### src/rtl/g711_pkg.sv
package g711_pkg;
  localparam int unsigned CODE_W = 8;
  localparam int unsigned INT_W  = 16;
  typedef enum logic {LAW_MU = 1'b0, LAW_A = 1'b1} law_e;
  localparam logic [CODE_W-1:0] A_XOR_MASK = 8'h55;
  localparam int unsigned MU_BIAS = 33;
  localparam int unsigned MU_CLIP = 8158;
  localparam int unsigned A_CLIP  = 4095;
endpackage

### src/rtl/g711_msb.sv
module g711_msb #(
  parameter int unsigned W  = 8,
  localparam int unsigned IW = $clog2(W)
) (
  input  logic [W-1:0]  vec_i,
  output logic [IW-1:0] idx_o
);
  always_comb begin
    idx_o = '0;
    for (int i = 0; i < W; i++)
      if (vec_i[i]) idx_o = IW'(i);
  end
endmodule

### src/rtl/g711_enc.sv
module g711_enc
  import g711_pkg::*;
(
  input  logic              clk_i,
  input  logic              rst_ni,
  input  law_e              law_i,
  input  logic              valid_i,
  input  logic [INT_W-1:0]  sample_i,
  output logic              valid_o,
  output logic [CODE_W-1:0] code_o
);
  logic        neg;
  logic [16:0] mag;
  logic [14:0] mu_m14;
  logic [12:0] mu_clip, mu_b, mu_sh;
  logic [13:0] a_m13;
  logic [11:0] a_clip, a_sh;
  logic [2:0]  mu_seg, a_seg;
  logic [3:0]  mu_mant, a_mant;
  logic [CODE_W-1:0] mu_code, a_code, code_d;

  assign neg    = sample_i[INT_W-1];
  assign mag    = neg ? (~{sample_i[INT_W-1], sample_i} + 17'd1) : {1'b0, sample_i};
  assign mu_m14 = mag[16:2];
  assign a_m13  = mag[16:3];
  assign mu_clip = (mu_m14 > 15'(MU_CLIP)) ? 13'(MU_CLIP) : mu_m14[12:0];
  assign mu_b    = mu_clip + 13'(MU_BIAS);
  assign a_clip  = (a_m13 > 14'(A_CLIP)) ? 12'(A_CLIP) : a_m13[11:0];

  g711_msb #(.W(8)) u_mu_seg (.vec_i(mu_b[12:5]),            .idx_o(mu_seg));
  g711_msb #(.W(8)) u_a_seg  (.vec_i({a_clip[11:5], 1'b1}), .idx_o(a_seg));

  assign mu_sh   = mu_b >> ({1'b0, mu_seg} + 4'd1);
  assign mu_mant = mu_sh[3:0];
  assign a_sh    = a_clip >> ((a_seg == 3'd0) ? 4'd1 : {1'b0, a_seg});
  assign a_mant  = a_sh[3:0];

  assign mu_code = ~{neg, mu_seg, mu_mant};
  assign a_code  = {~neg, a_seg, a_mant} ^ A_XOR_MASK;
  assign code_d  = (law_i == LAW_A) ? a_code : mu_code;

  always_ff @(posedge clk_i or negedge rst_ni) begin
    if (!rst_ni) begin
      valid_o <= 1'b0;
      code_o  <= '0;
    end else begin
      valid_o <= valid_i;
      if (valid_i) code_o <= code_d;
    end
  end

  assert_enc_valid_R5: assert property (@(posedge clk_i) disable iff (!rst_ni)
    valid_i |=> valid_o);
  assert_enc_idle_R5: assert property (@(posedge clk_i) disable iff (!rst_ni)
    !valid_i |=> !valid_o);
  assert_enc_sign_R8: assert property (@(posedge clk_i) disable iff (!rst_ni)
    valid_i |=> (code_o[7] == !$past(sample_i[INT_W-1])));
  assert_enc_hold_R9: assert property (@(posedge clk_i) disable iff (!rst_ni)
    !valid_i |=> $stable(code_o));
  assert_enc_sat_R4: assert property (@(posedge clk_i) disable iff (!rst_ni)
    (valid_i && sample_i == 16'h8000) |=> (code_o == ($past(law_i) == LAW_A ? 8'h2A : 8'h00)));
endmodule

### src/rtl/g711_dec.sv
module g711_dec
  import g711_pkg::*;
(
  input  logic              clk_i,
  input  logic              rst_ni,
  input  law_e              law_i,
  input  logic              valid_i,
  input  logic [CODE_W-1:0] code_i,
  output logic              valid_o,
  output logic [INT_W-1:0]  sample_o
);
  logic [7:0]  mu_raw, a_raw;
  logic [15:0] mu_t, mu_mag, a_mag, mag;
  logic        neg;
  logic [15:0] sample_d;

  assign mu_raw = ~code_i;
  assign a_raw  = code_i ^ A_XOR_MASK;
  assign mu_t   = (16'({mu_raw[3:0], 3'b000}) + 16'd132) << mu_raw[6:4];
  assign mu_mag = mu_t - 16'd132;
  assign a_mag  = (a_raw[6:4] == 3'd0) ? (16'({a_raw[3:0], 4'b0000}) + 16'd8)
                : ((16'({a_raw[3:0], 4'b0000}) + 16'h108) << (a_raw[6:4] - 3'd1));
  assign mag      = (law_i == LAW_A) ? a_mag : mu_mag;
  assign neg      = (law_i == LAW_A) ? ~a_raw[7] : mu_raw[7];
  assign sample_d = neg ? (~mag + 16'd1) : mag;

  always_ff @(posedge clk_i or negedge rst_ni) begin
    if (!rst_ni) begin
      valid_o  <= 1'b0;
      sample_o <= '0;
    end else begin
      valid_o <= valid_i;
      if (valid_i) sample_o <= sample_d;
    end
  end

  assert_dec_valid_R6: assert property (@(posedge clk_i) disable iff (!rst_ni)
    valid_i |=> valid_o);
  assert_dec_idle_R6: assert property (@(posedge clk_i) disable iff (!rst_ni)
    !valid_i |=> !valid_o);
  assert_dec_sign_R8: assert property (@(posedge clk_i) disable iff (!rst_ni)
    (valid_i && code_i[7]) |=> !sample_o[INT_W-1]);
  assert_dec_hold_R9: assert property (@(posedge clk_i) disable iff (!rst_ni)
    !valid_i |=> $stable(sample_o));
endmodule

### src/rtl/g711_codec.sv
module g711_codec
  import g711_pkg::*;
#(
  parameter int unsigned LIN_W = 16
) (
  input  logic              clk_i,
  input  logic              rst_ni,
  input  logic              law_sel_i,
  input  logic              enc_valid_i,
  input  logic [LIN_W-1:0]  enc_sample_i,
  output logic              enc_valid_o,
  output logic [CODE_W-1:0] enc_code_o,
  input  logic              dec_valid_i,
  input  logic [CODE_W-1:0] dec_code_i,
  output logic              dec_valid_o,
  output logic [LIN_W-1:0]  dec_sample_o
);
  localparam int unsigned PAD = INT_W - LIN_W;

  law_e             law_q;
  logic [INT_W-1:0] enc_x, dec_y;

  always_ff @(posedge clk_i or negedge rst_ni) begin
    if (!rst_ni) law_q <= LAW_MU;
    else         law_q <= law_e'(law_sel_i);
  end

  generate
    if (PAD == 0) begin : g_full
      assign enc_x = enc_sample_i;
    end else begin : g_pad
      assign enc_x = {enc_sample_i, {PAD{1'b0}}};
    end
  endgenerate
  assign dec_sample_o = dec_y[INT_W-1 -: LIN_W];

  g711_enc u_enc (
    .clk_i, .rst_ni, .law_i(law_q),
    .valid_i(enc_valid_i), .sample_i(enc_x),
    .valid_o(enc_valid_o), .code_o(enc_code_o)
  );

  g711_dec u_dec (
    .clk_i, .rst_ni, .law_i(law_q),
    .valid_i(dec_valid_i), .code_i(dec_code_i),
    .valid_o(dec_valid_o), .sample_o(dec_y)
  );

  initial assert (LIN_W == 14 || LIN_W == 16) else $error("LIN_W must be 14 or 16");
endmodule

### config.mk
export PLATFORM = sky130hd
export DESIGN_NAME = g711_codec
export DESIGN_NICKNAME = d
export VERILOG_FILES = /design/src/rtl/g711_pkg.sv /design/src/rtl/g711_msb.sv /design/src/rtl/g711_enc.sv /design/src/rtl/g711_dec.sv /design/src/rtl/g711_codec.sv
export SDC_FILE = /design/constraint.sdc
export NUM_CORES = 1
export LEC_CHECK = 0
export BUFFER_PORTS_ARGS = -buffer_cell sky130_fd_sc_hd__buf_4
export CAP_MARGIN = 20
export CORE_MARGIN = 4
export CORE_UTILIZATION = 45
export CTS_CLUSTER_DIAMETER = 50
export DETAILED_ROUTE_END_ITERATION = 8
export GPL_TIMING_DRIVEN = 0
export HOLD_SLACK_MARGIN = 0.02
export PLACE_DENSITY = 0.67
export RECOVER_POWER = 100
export SYNTH_ARGS = -nofsm -noshare
export SYNTH_HDL_FRONTEND = slang
export SYNTH_SLANG_ARGS = --single-unit
### constraint.sdc
create_clock -name clk_i -period 2.5 [get_ports clk_i]
set_input_delay 0.5 -clock clk_i [delete_from_list [all_inputs] [get_ports clk_i]]
set_output_delay 0.5 -clock clk_i [all_outputs]
set_load 0.01 [all_outputs]
==> reports/metrics.csv <==
stage,metric,value,unit
clock_tree,CTS Buf Count,3,
clock_tree,hold buffers post-CTS,0,
min_path,WHS Endpoint,law_q,
min_path,min-delay worst type,input pin to register,
critical_path,Critical Path Fanout Max,5,
floorplan,DIE HEIGHT,105,um
placement,area of placed instances,0.00498,mm^2
cells_and_area,proportion of layout cells with a drive suffix above 1,35.4,%
clock_tree,CTS tree,yes,
routing,first-pass iteration count of the detailed router,6,
clock_tree,Worst-Skew Late Latency,0.27,ns
critical_path,CP cell instances,buf_4 > or4_4 > buf_6 > o311ai_4 > a222oi_1 > buf_4 > buf_4 > and2_4 > a21oi_4 > ha_4 > o31ai_2 > a31o_2 > a21oi_4 > buf_6 > mux2i_2 > o22ai_2 > and2_1 > a311oi_1 > o221ai_1 > a31oi_1,
global_routing,global route total overflow,0,
sta,Slew Limit Headroom,15.3,%
placement,GP Congestion,0.923,
floorplan,Starting Density,45.9,%
clock_tree,Clock Pin Slew Worst Setup and Hold Paths,0.09,ns
placement,HPWL Detailed,9960,um
global_routing,met3 Track Usage GR,1.98,%
logic_synthesis,Synth Register Bits,25,
sta,RSZ-0062 raised after global routing,true,
placement,I/O Buffers,45,
logic_synthesis,Synth Cell Area,0.00423,mm^2
min_path,Hold Crit Start,law_sel_i,
global_routing,All-Layer GR Usage,23.7,%
sta,Clock Skew,0.0115,ns
sta,Fin. Hold Viols,0,
global_routing,wire length of the first global-routing pass,22300,um
logic_synthesis,post-synth cell types,94,
critical_path,reg2reg setup slack,-0.33,ns
global_routing,largest net degree at the start of global routing,26,
critical_path,CP most frequent cell,buf_4,
min_path,Cells on Worst Hold Path,1,
clock_tree,clock tree sinks,25,
cells_and_area,nets@finish,715,
critical_path,CP arrival,4.36,ns
sta,final worst slack,-1.69,ns
routing,routed via count,5010,
floorplan,row cnt,35,
floorplan,DIE AREA,0.0110,mm^2
critical_path,Reg-to-Reg End,u_dec.sample_o[14],
global_routing,met2 usage,38.0,%
logic_synthesis,Ys Warns,0,
critical_path,critical path's slowest cell,or4_4,
sta,Fin Setup TNS,-16.77,ns
routing,"antenna viol nets, final",0,
logic_synthesis,mean post-synth cell area,7.41,um^2
sta,fmax,239,MHz
sta,final period utilization,167,%
global_routing,initial antenna violation count,0,
cells_and_area,diode count,0,
logic_synthesis,sequential area share after synthesis,14.8,%
sta,Slew Limit Fails,0,
critical_path,Worst R2R Path Depth,11,
logic_synthesis,Syn Inst Count,570,
critical_path,Reg2Reg Launch Point,law_q,
routing,Initial DRC Count,478,
floorplan,Core Footprint,0.00920,mm^2
status,status,finished with violations,
clock_tree,Clock Root Buffer,clkbuf_8,
clock_tree,clock tree buffer depth,2,
floorplan,I/O Pins,55,
cells_and_area,area growth from synthesis to final layout,41.7,%
sta,clock period minus worst slack,4.19,ns
global_routing,GR Layer Usage met1,34.8,%
critical_path,crit path launch type,input pin,
global_routing,vias in the first global route,4624,
power,Worst VDD drop,249,uV
job,MaxCap Viol Count,0,
critical_path,Crit path max-delay family,compound AO/OA/AOI/OAI gates,
logic_synthesis,number of synthesized flops with an enable pin,0,
critical_path,kind of critical path,input pin to register,
status,failing checks,setup timing,
floorplan,die width,105,um
clock_tree,# H-tree levels,1,
critical_path,CP bufs+invs,5,
power,Power Density,361,mW/mm^2
global_routing,busiest grt layer,met2,
critical_path,Worst setup EP type,register,
critical_path,CP max stage delay,0.53,ns
routing,final wirelength,14300,um
sta,# setup viols final,20,
logic_synthesis,ys flop type,dfrtp_1,
cells_and_area,post-layout instance area,0.00599,mm^2
routing,residual DRC count,0,
placement,pre-CTS setup slack,-2.38,ns
critical_path,data required time at the worst endpoint,2.68,ns
routing,Via density,6.35,
logic_synthesis,Post-synth ARST share,100,%
power,Leakage,2.30,nW
routing,drt wl/cell,18.1,um
sta,Worst-Margin Slew,1.27,ns
-- through the flow --
step                hold WS [ns]  util [%]  power (mW)  cells
floorplan                  0.204         -        1.32    571
global route               0.354      65.1        2.30    789
detailed placement         0.415      54.1        1.65    727
finish                     0.366      65.1        2.16    789
CTS                        0.125      61.6        2.07    769
global placement           0.413      54.1        1.64    727
-- state kept, by name, indices dropped and copies added, names as in the netlist --
name,cells
law_q,1
u_enc.code_o,8
u_dec.valid_o,1
u_enc.valid_o,1
u_dec.sample_o,14
-- placed cells by master, fill, tap and decap left out, types with 17 or more instances in the layout --
master | netlist | routed
buf_6 | 2 | 18
a21oi_1 | 56 | 49
mux2i_1 | 23 | 17
o21ai_0 | 24 | 18
dfrtp_1 | 25 | 25
nor2_1 | 50 | 39
nand2_1 | 50 | 46
clkbuf_1 | 29 | 42
buf_4 | 5 | 66
-- worst reg2reg max path, delay by kind of cell, from the launching register on --
kind / cells / cell delay, ns
flops: 1 / 0.62
simple gates: 5 / 0.60
compound gates: 2 / 0.52
buf+inv: 1 / 0.31
fa+ha+maj: 1 / 0.26
mux: 1 / 0.26
xor+xnor: 1 / 0.16
-- power by group --
part / switching, mW / internal (mW) / total, mW
Clock: 0.123 / 0.113 / 0.236
Combinational: 0.793 / 0.621 / 1.41
Sequential: 0.0377 / 0.470 / 0.508
-- synth_stat cells (9+ instances only) --
cell type / count / area, um^2
a21oi_1: 56 / 280
a31oi_1: 15 / 93.8
clkbuf_1: 29 / 109
dfrtp_1: 25 / 626
inv_1: 16 / 60.1
mux2_2: 13 / 146
mux2i_1: 23 / 230
nand2_1: 50 / 188
nand3_1: 16 / 80.1
nor2_1: 50 / 188
o211ai_1: 13 / 97.6
o21ai_0: 24 / 120
or3_1: 9 / 56.3
xnor2_1: 15 / 131
xor2_1: 19 / 166
-- routing by layer --
metal	routed length [um]	share of wire (%)	vias up
met2	6610	46	245
met5	0	0	-
met4	253	1.8	0
li1	-	-	2369
met1	6390	45	2360
met3	1050	7.3	36
-- kinds of logic (layout without fill, tap and decap cells) --
group / after synthesis / count (layout) / synth area share (%)
other: 1 / 2 / 0.0888
adder cells (fa/ha/maj): 7 / 7 / 2.07
multiplexers: 39 / 39 / 10.3
flip-flops: 25 / 25 / 14.8
XOR/XNOR: 34 / 34 / 7.05
AO/OA/AOI/OAI: 206 / 206 / 34.2
buffers and inverters: 62 / 169 / 6.48
AND/OR/NAND/NOR: 196 / 196 / 24.9
-- what timing repair did --
action                                  CTS  global route
setup buffers                            42            27
gates cloned                              0             0
gates resized for setup                  72            60
endpoints found under the setup margin   16            17
pin swaps                                39            41
-- worst max path at each step --
stage,to,slack [ns],depth (start not counted),from
after floorplan,u_enc.code_o[0],-1.56,17,enc_sample_i[4]
after global placement,u_enc.code_o[3],-2.40,18,enc_sample_i[0]
after detailed placement,u_enc.code_o[3],-2.38,18,enc_sample_i[0]
after CTS,u_enc.code_o[0],-1.62,19,enc_sample_i[7]
after global routing,u_enc.code_o[2],-1.82,21,enc_sample_i[7]
final,u_enc.code_o[2],-1.69,20,enc_sample_i[0]
-- cell type report --
cell class                      count  area, um^2
Multi-Input combinational cell    484        3990
Tap cell                          111         139
Timing Repair Buffer              105         768
Fill cell                         819        3210
Sequential cell                    25         626
Clock inverter                      1        7.51
Clock buffer                        3        41.3
Inverter                           19        97.6
Buffer                             41         314
(Power assumes the default switching activity.)
